--- config.mk ---
export PLATFORM = sky130hd
export DESIGN_NAME = vectored_irq_ctrl
export DESIGN_NICKNAME = d
export VERILOG_FILES = /design/src/rtl/irq_pkg.sv /design/src/rtl/irq_cmd_decode.sv /design/src/rtl/irq_vector_gen.sv /design/src/rtl/irq_state_regs.sv /design/src/rtl/vectored_irq_ctrl.sv
export SDC_FILE = /design/constraint.sdc
export NUM_CORES = 1
export LEC_CHECK = 0
export BUFFER_PORTS_ARGS = -buffer_cell sky130_fd_sc_hd__buf_2
export CORE_UTILIZATION = 40
export CTS_BUF_LIST = sky130_fd_sc_hd__clkbuf_8
export DETAILED_ROUTE_END_ITERATION = 16
export PLACE_DENSITY = 0.68
export SLEW_MARGIN = 20
export SYNTH_ARGS = -nofsm -noshare
export SYNTH_HDL_FRONTEND = slang
export SYNTH_SLANG_ARGS = --single-unit
--- constraint.sdc ---
create_clock -name clk_i -period 3.1 [get_ports clk_i]
set_input_delay 0.31 -clock clk_i [delete_from_list [all_inputs] [get_ports clk_i]]
set_output_delay 0.31 -clock clk_i [all_outputs]
set_load 0.01 [all_outputs]
--- src/rtl/irq_pkg.sv ---
package irq_pkg;
  localparam int unsigned OP_W = 5;

  localparam logic [OP_W-1:0] OPC_EI      = 5'd10;
  localparam logic [OP_W-1:0] OPC_DI      = 5'd11;
  localparam logic [OP_W-1:0] OPC_SAVE    = 5'd16;
  localparam logic [OP_W-1:0] OPC_RESTORE = 5'd17;
  localparam logic [OP_W-1:0] OPC_RTI     = 5'd29;

  typedef struct packed {
    logic rti;
    logic ei;
    logic di;
    logic save;
    logic restore;
  } irq_cmd_t;
endpackage

--- src/rtl/irq_cmd_decode.sv ---
module irq_cmd_decode
  import irq_pkg::*;
(
  input  logic            valid_i,
  input  logic [OP_W-1:0] code_i,
  output irq_cmd_t        cmd_o
);
  always_comb begin
    cmd_o = '0;
    if (valid_i) begin
      case (code_i)
        OPC_RTI:     cmd_o.rti     = 1'b1;
        OPC_EI:      cmd_o.ei      = 1'b1;
        OPC_DI:      cmd_o.di      = 1'b1;
        OPC_SAVE:    cmd_o.save    = 1'b1;
        OPC_RESTORE: cmd_o.restore = 1'b1;
        default:     cmd_o         = '0;
      endcase
    end
  end
endmodule

--- src/rtl/irq_vector_gen.sv ---
module irq_vector_gen #(
  parameter int unsigned XLEN    = 32,
  parameter int unsigned TYPE_W  = 8,
  parameter int unsigned VEC_LSB = 4
) (
  input  logic [TYPE_W-1:0] type_i,
  output logic [XLEN-1:0]   vec_o
);
  localparam int unsigned VEC_MSB = VEC_LSB + TYPE_W - 1;

  for (genvar b = 0; b < XLEN; b++) begin : g_bit
    if (b >= VEC_LSB && b <= VEC_MSB) begin : g_type
      assign vec_o[b] = type_i[b-VEC_LSB];
    end else begin : g_zero
      assign vec_o[b] = 1'b0;
    end
  end
endmodule

--- src/rtl/irq_state_regs.sv ---
module irq_state_regs #(
  parameter int unsigned XLEN   = 32,
  parameter int unsigned INFO_W = 16
) (
  input  logic              clk_i,
  input  logic              rst_ni,
  input  logic              take_i,
  input  logic              set_ie_i,
  input  logic              clr_ie_i,
  input  logic              restore_i,
  input  logic [XLEN-1:0]   pc_i,
  input  logic [INFO_W-1:0] info_i,
  input  logic [XLEN-1:0]   restore_pc_i,
  input  logic [INFO_W-1:0] restore_info_i,
  output logic              ie_o,
  output logic [XLEN-1:0]   saved_pc_o,
  output logic [INFO_W-1:0] saved_info_o
);
  always_ff @(posedge clk_i or negedge rst_ni) begin
    if (!rst_ni) begin
      ie_o <= 1'b0;
    end else if (take_i) begin
      ie_o <= 1'b0;
    end else if (set_ie_i) begin
      ie_o <= 1'b1;
    end else if (clr_ie_i) begin
      ie_o <= 1'b0;
    end
  end

  always_ff @(posedge clk_i or negedge rst_ni) begin
    if (!rst_ni) begin
      saved_pc_o   <= '0;
      saved_info_o <= '0;
    end else if (take_i) begin
      saved_pc_o   <= pc_i;
      saved_info_o <= info_i;
    end else if (restore_i) begin
      saved_pc_o   <= restore_pc_i;
      saved_info_o <= restore_info_i;
    end
  end
endmodule

--- src/rtl/vectored_irq_ctrl.sv ---
module vectored_irq_ctrl
  import irq_pkg::*;
#(
  parameter int unsigned XLEN    = 32,
  parameter int unsigned TYPE_W  = 8,
  parameter int unsigned INFO_W  = 16,
  parameter int unsigned VEC_LSB = 4
) (
  input  logic              clk_i,
  input  logic              rst_ni,
  input  logic              irq_req_i,
  input  logic [TYPE_W-1:0] irq_type_i,
  input  logic [INFO_W-1:0] irq_info_i,
  input  logic [XLEN-1:0]   pc_i,
  input  logic              boundary_i,
  input  logic              op_valid_i,
  input  logic [OP_W-1:0]   op_code_i,
  input  logic [INFO_W-1:0] restore_info_i,
  input  logic [XLEN-1:0]   restore_pc_i,
  output logic [XLEN-1:0]   pc_load_o,
  output logic              pc_load_en_o,
  output logic              irq_ack_o,
  output logic              ie_o,
  output logic [XLEN-1:0]   saved_pc_o,
  output logic [INFO_W-1:0] saved_info_o,
  output logic              save_valid_o,
  output logic [XLEN-1:0]   save_a_o,
  output logic [XLEN-1:0]   save_b_o
);
  localparam int unsigned PAD_W = XLEN - INFO_W;

  irq_cmd_t        cmd_raw;
  irq_cmd_t        cmd;
  logic            take;
  logic [XLEN-1:0] vec;

  irq_cmd_decode u_dec (
    .valid_i (op_valid_i),
    .code_i  (op_code_i),
    .cmd_o   (cmd_raw)
  );

  // interrupt entry owns the boundary; a coincident command is dropped
  assign take = boundary_i & irq_req_i & ie_o;
  assign cmd  = take ? '0 : cmd_raw;

  irq_vector_gen #(
    .XLEN    (XLEN),
    .TYPE_W  (TYPE_W),
    .VEC_LSB (VEC_LSB)
  ) u_vec (
    .type_i (irq_type_i),
    .vec_o  (vec)
  );

  irq_state_regs #(
    .XLEN   (XLEN),
    .INFO_W (INFO_W)
  ) u_regs (
    .clk_i          (clk_i),
    .rst_ni         (rst_ni),
    .take_i         (take),
    .set_ie_i       (cmd.ei | cmd.rti),
    .clr_ie_i       (cmd.di),
    .restore_i      (cmd.restore),
    .pc_i           (pc_i),
    .info_i         (irq_info_i),
    .restore_pc_i   (restore_pc_i),
    .restore_info_i (restore_info_i),
    .ie_o           (ie_o),
    .saved_pc_o     (saved_pc_o),
    .saved_info_o   (saved_info_o)
  );

  always_ff @(posedge clk_i or negedge rst_ni) begin
    if (!rst_ni) begin
      pc_load_o    <= '0;
      pc_load_en_o <= 1'b0;
      irq_ack_o    <= 1'b0;
    end else begin
      irq_ack_o    <= take;
      pc_load_en_o <= take | cmd.rti;
      if (take)         pc_load_o <= vec;
      else if (cmd.rti) pc_load_o <= saved_pc_o;
      else              pc_load_o <= '0;
    end
  end

  always_ff @(posedge clk_i or negedge rst_ni) begin
    if (!rst_ni) begin
      save_valid_o <= 1'b0;
      save_a_o     <= '0;
      save_b_o     <= '0;
    end else begin
      save_valid_o <= cmd.save;
      save_a_o     <= cmd.save ? {{PAD_W{1'b0}}, saved_info_o} : '0;
      save_b_o     <= cmd.save ? saved_pc_o : '0;
    end
  end
endmodule

Word-level counts from Yosys, hierarchy flattened
Index checks and enable logic that the tools add are counted.
- equal/unequal tests: 5
- muxes and demuxes: 18
- bitwise operators: 4
- reductions and logical operators: 2
- operators with widths (kind ; number):
    $mux 32 ; 5
    $mux 16 ; 3
    $eq 5x5->1 const B ; 3
    $eq 5x4->1 const B ; 2
    $mux 5 ; 2
    $mux 1 ; 8
    $reduce_bool 3->1 ; 1
    $and 1x1->1 ; 2
    $or 1x1->1 ; 2
    $reduce_bool 2->1 ; 1
- register bits after elaboration: 132
- output and inout port bits: 148

Depth between registers and ports, before layout
- depth after elaboration: 7
- mapped depth: 6
- depth with buffers taken out: 4

By module
Synthesis repeated with hierarchy kept, for this count alone.
- cell total of the unflattened synthesis: 537
- area, all modules: 5964.5 µm²
- by module, submodules not included (module ; instances ; cells an instance ; area an instance (µm²)):
    vectored_irq_ctrl ; 1 ; 281 ; 3373.2
    irq_state_regs ; 1 ; 213 ; 2279.7
    irq_vector_gen ; 1 ; 33 ; 244.0
    irq_cmd_decode ; 1 ; 10 ; 67.6

Worst setup path after synthesis
No wires, ideal clock.
- kind: flip-flop to flip-flop
- start: register u_regs.ie_o
- end: register u_regs.saved_info_o[10]
- data arrival time: 1.410 ns
- setup slack: 1.612 ns
- cell stages (with the launch flop): 7
- buffers on the path: 2
- cells stage by stage: dfrtp_1 -> nand3_1 -> inv_2 -> clkbuf_1 -> clkbuf_1 -> a31oi_1 -> a21oi_1
- word-level cells in the longest chain between the ends: 3
- elaborated cells on any way between the ends: 4
- ends and longest elaborated chain (element ; line ; source):
    from (decl) ; irq_state_regs.sv:15 ; output logic ie_o,
    from (signal assigned) ; irq_state_regs.sv:21 ; ie_o <= 1'b0;
    from (signal assigned) ; irq_state_regs.sv:23 ; ie_o <= 1'b0;
    from (signal assigned) ; irq_state_regs.sv:25 ; ie_o <= 1'b1;
    $and 1x1->1 (*) ; vectored_irq_ctrl.sv:44 ; assign take = boundary_i & irq_req_i & ie_o;
    $mux 5 ; vectored_irq_ctrl.sv:45 ; assign cmd = take ? '0 : cmd_raw;
    $reduce_bool 2->1 (no source line) ; -- ;
    to (signal assigned) ; irq_state_regs.sv:37 ; saved_info_o <= info_i;
    to (signal assigned) ; irq_state_regs.sv:40 ; saved_info_o <= restore_info_i;
    to (decl) ; irq_state_regs.sv:17 ; output logic [INFO_W-1:0] saved_info_o
Every way passes the cells marked *; elsewhere a longest branch is shown, timed or not.
A chain may end at the register's enable or synchronous reset.

Worst setup path after layout
- start: register u_regs.ie_o
- end: register u_regs.saved_pc_o[23]
- word-level cells in the longest chain between the ends: 3
- elaborated cells on any way between the ends: 4
- ends and longest elaborated chain (element ; line ; source):
    $and 1x1->1 (*) ; vectored_irq_ctrl.sv:44 ;
    $mux 5 ; vectored_irq_ctrl.sv:45 ;
    $reduce_bool 2->1 (no source line) ; -- ;
    to (signal assigned) ; irq_state_regs.sv:36 ; saved_pc_o <= pc_i;
    to (signal assigned) ; irq_state_regs.sv:39 ; saved_pc_o <= restore_pc_i;
    to (decl) ; irq_state_regs.sv:16 ; output logic [XLEN-1:0] saved_pc_o,
Marked as above.

==> load_flow_metrics.sql <==
INSERT INTO impl_metrics (metric_group, metric, value, unit) VALUES
('finish', 'layout.cells.most_common', 'sky130_fd_sc_hd__buf_2', ''),
('worst_setup_path', 'cp_max_fo', '43', ''),
('detailed_routing', 'routed_wl', '15000', 'µm'),
('die', 'die-height', '116', 'µm'),
('timing', 'max_slew.worst_pin.slew', '0.914', 'ns'),
('worst_setup_path', 'setup.worst_path.class', 'reg -> reg', ''),
('finish', 'final_cell_mix', '244 x sky130_fd_sc_hd__buf_2, 132 x sky130_fd_sc_hd__dfrtp_1, 72 x sky130_fd_sc_hd__and2_1, 57 x sky130_fd_sc_hd__o21ai_0, 49 x sky130_fd_sc_hd__a31oi_1', ''),
('detailed_routing', 'antenna_violating_nets_post_route', '0', ''),
('worst_setup_path', 'worst-endpoint-required', '3.44', 'ns'),
('worst_hold_path', 'hold_path.class', 'in -> reg', ''),
('die', 'start_util', '41.2', '%'),
('die', 'die_width', '116', 'µm'),
('detailed_routing', 'viasPerCell', '5.03', ''),
('clock_network', 'post-cts-setup-buffer-count', '0', ''),
('detailed_routing', 'route.vias.total', '4587', ''),
('placement', 'placedInstanceArea', '6540', 'µm²'),
('grt', 'grt_pass1_wl', '23000', 'µm'),
('timing', 'fin_skew', '0.0110', 'ns'),
('grt', 'pin_count_of_the_biggest_net_entering_global_routing', '85', ''),
('placement', 'globalplace.congestion', '0.775', ''),
('finish', 'final_core_util', '55.3', '%'),
('run_status', 'run_status', 'finished, final reports clean', ''),
('grt', 'global_route.usage.total', '23.0', '%'),
('finish', 'n_antenna_cell', '0', ''),
('finish', 'layout.nets', '841', ''),
('timing', 'finalMaxSlewViolations', '0', ''),
('detailed_routing', 'drt_iter0_drc', '354', ''),
('logic_synthesis', 'synth_cell_types', '23', ''),
('job', 'drv.max_cap_violation_count', '0', ''),
('power', 'leakagePower', '3.72', 'nW'),
('die', 'coreArea', '12700', 'µm²'),
('placement', 'dpl_wire_length', '10100', 'µm'),
('clock_network', 'tritoncts.num_buffers', '17', ''),
('logic_synthesis', 'synth.cell_area', '5220', 'µm²'),
('clock_network', 'clkLatencyLatePin', '0.44', 'ns'),
('timing', 'setup-violations-final', '0', ''),
('die', 'die_area', '13500', 'µm²'),
('worst_hold_path', 'min_delay_path_depth', '3', ''),
('clock_network', 'h-tree-depth', '4', ''),
('detailed_routing', 'avgRoutedWirePerCell', '16.5', 'µm'),
('logic_synthesis', 'synth-seq-area-share', '63.3', '%'),
('finish', 'multi_input_area', '1700', 'µm²'),
('finish', 'synthToLayoutAreaGrowth', '34.3', '%'),
('logic_synthesis', 'average_instance_area_after_synthesis', '10.6', 'µm²'),
('finish', 'non_filler_cells_in_the_finished_layout', '912', ''),
('logic_synthesis', 'synth_largest_type_area_fraction', '63.3', '%'),
('placement', 'portBuffers', '245', ''),
('worst_setup_path', 'timing.rr.end', 'u_regs.saved_pc_o[23]', ''),
('timing', 'total_negative_slack_for_setup_checks', '0', 'ns'),
('worst_setup_path', 'crit_arrival', '2.12', 'ns'),
('timing', 'max_freq', '563', 'MHz'),
('detailed_routing', 'drt_pass1_iterations', '4', ''),
('timing', 'final.hold.worst_slack', '0.0717', 'ns'),
('worst_setup_path', 'r2r_start', 'u_regs.ie_o', ''),
('worst_hold_path', 'min-delay-start', 'irq_type_i[6]', ''),
('grt', 'grt_antenna_before_repair', '0', ''),
('die', 'floorplan.io_pins', '262', ''),
('placement', 'place_inst', '879', ''),
('timing', 'final_min_period_over_clock_period', '57.3', '%'),
('die', 'rows', '41', ''),
('finish', 'total_non_filler_cell_area_in_the_finished_layout', '7010', 'µm²'),
('worst_setup_path', 'end_kind', 'flip-flop', ''),
('worst_setup_path', 'startpoint_type', 'flip-flop', ''),
('timing', 'period_minus_slack', '1.78', 'ns'),
('timing', 'timing.final.hold_violations', '0', ''),
('detailed_routing', 'detail_route.drc_violations', '0', ''),
('logic_synthesis', 'yosys_warnings', '0', ''),
('finish', 'fill_cells', '1167', ''),
('clock_network', 'cts_buffer_depth', '2', ''),
('logic_synthesis', 'ys_ff_latch', '132', ''),
('logic_synthesis', 'synth.top_cells.by_area', 'sky130_fd_sc_hd__dfrtp_1 63%, sky130_fd_sc_hd__and2_1 8.6%, sky130_fd_sc_hd__a31oi_1 5.9%', '');
[how the worst max path moves through the flow]
| stage | startpoint | to | cells past startpoint |
|---|---|---|---|
| floorplan | u_regs.ie_o | u_regs.saved_info_o[10] | 6 |
| global placement | op_code_i[2] | save_a_o[14] | 5 |
| detailed placement | op_code_i[2] | save_b_o[29] | 5 |
| CTS | u_regs.ie_o | u_regs.saved_pc_o[23] | 5 |
| global route | u_regs.ie_o | u_regs.saved_pc_o[23] | 5 |
| finish | u_regs.ie_o | u_regs.saved_pc_o[23] | 5 |
[registers in the layout (all words and copies together), names as in the netlist]
signal,flops
pc_load_en_o,1
u_regs.saved_pc_o,32
u_regs.saved_info_o,16
irq_ack_o,1
pc_load_o,32
u_regs.ie_o,1
save_a_o,16
save_b_o,32
save_valid_o,1
[routing by layer]
layer	track usage (%)	up-vias	wire (µm)
met2	37.6	240	7370
met4	10.8	0	333
met5	0	-	0
met3	6.28	27	1190
li1	-	2108	-
met1	28.4	2212	6120
[area by class of cell]
class / count / share of cell area (%)
repair buffers: 255 / 18.9
clock buffers: 19 / 3.73
multi-input cells: 320 / 24.3
clock inverters: 13 / 2.93
flip-flops and latches: 132 / 47.1
well taps: 172 / 3.07
inverters: 1 / 0.0535
[where the power goes]
| group | leakage [nW] | switching, mW | internal [mW] | total [mW] |
|---|---|---|---|---|
| clock network | 0.233 | 0.666 | 1.00 | 1.67 |
| registers | 1.71 | 0.308 | 2.07 | 2.37 |
| logic | 1.77 | 0.664 | 0.489 | 1.15 |
[synth_stat cells (all sizes together)]
library cell / n
and4b: 1
nand3b: 2
a31oi: 49
nand4b: 1
clkbuf: 31
or3: 1
nor2: 49
inv: 1
and2: 72
or2: 1
nand3: 2
conb: 1
o21ai: 57
buf: 25
a21oi: 48
nor4: 1
nand2: 18
dfrtp: 132
nand2b: 1
nor3: 1
[logic make-up after synthesis]
family	synth area share (%)
AOI/OAI and AO/OA	15.9
and+or+nand+nor	15.1
DFF	63.3
buffers and inverters	5.56
other	0.0718
[critical path, cell delays in order, from the launching register on]
cell and delay, ns:
sky130_fd_sc_hd__dfrtp_1 0.40, sky130_fd_sc_hd__nand3_2 0.12, sky130_fd_sc_hd__inv_2 0.32, sky130_fd_sc_hd__buf_4 0.52, sky130_fd_sc_hd__a31oi_1 0.10, sky130_fd_sc_hd__a21oi_1 0.21
[timing repair]
item | in CTS | in global routing
hold buffers | 1 | 0
endpoints found under the hold margin | 83 | 0
resized for setup | 0 | 0
[stage by stage]
step / setup WS (ns) / power (mW)
2_1_floorplan: 1.61 / 2.91
3_3_place_gp: 1.03 / 3.53
3_5_place_dp: 0.968 / 3.57
4_1_cts: 1.32 / 5.24
5_1_grt: 1.23 / 5.48
6_report: 1.32 / 5.19
Note: power is estimated with default switching activity, not from simulation.
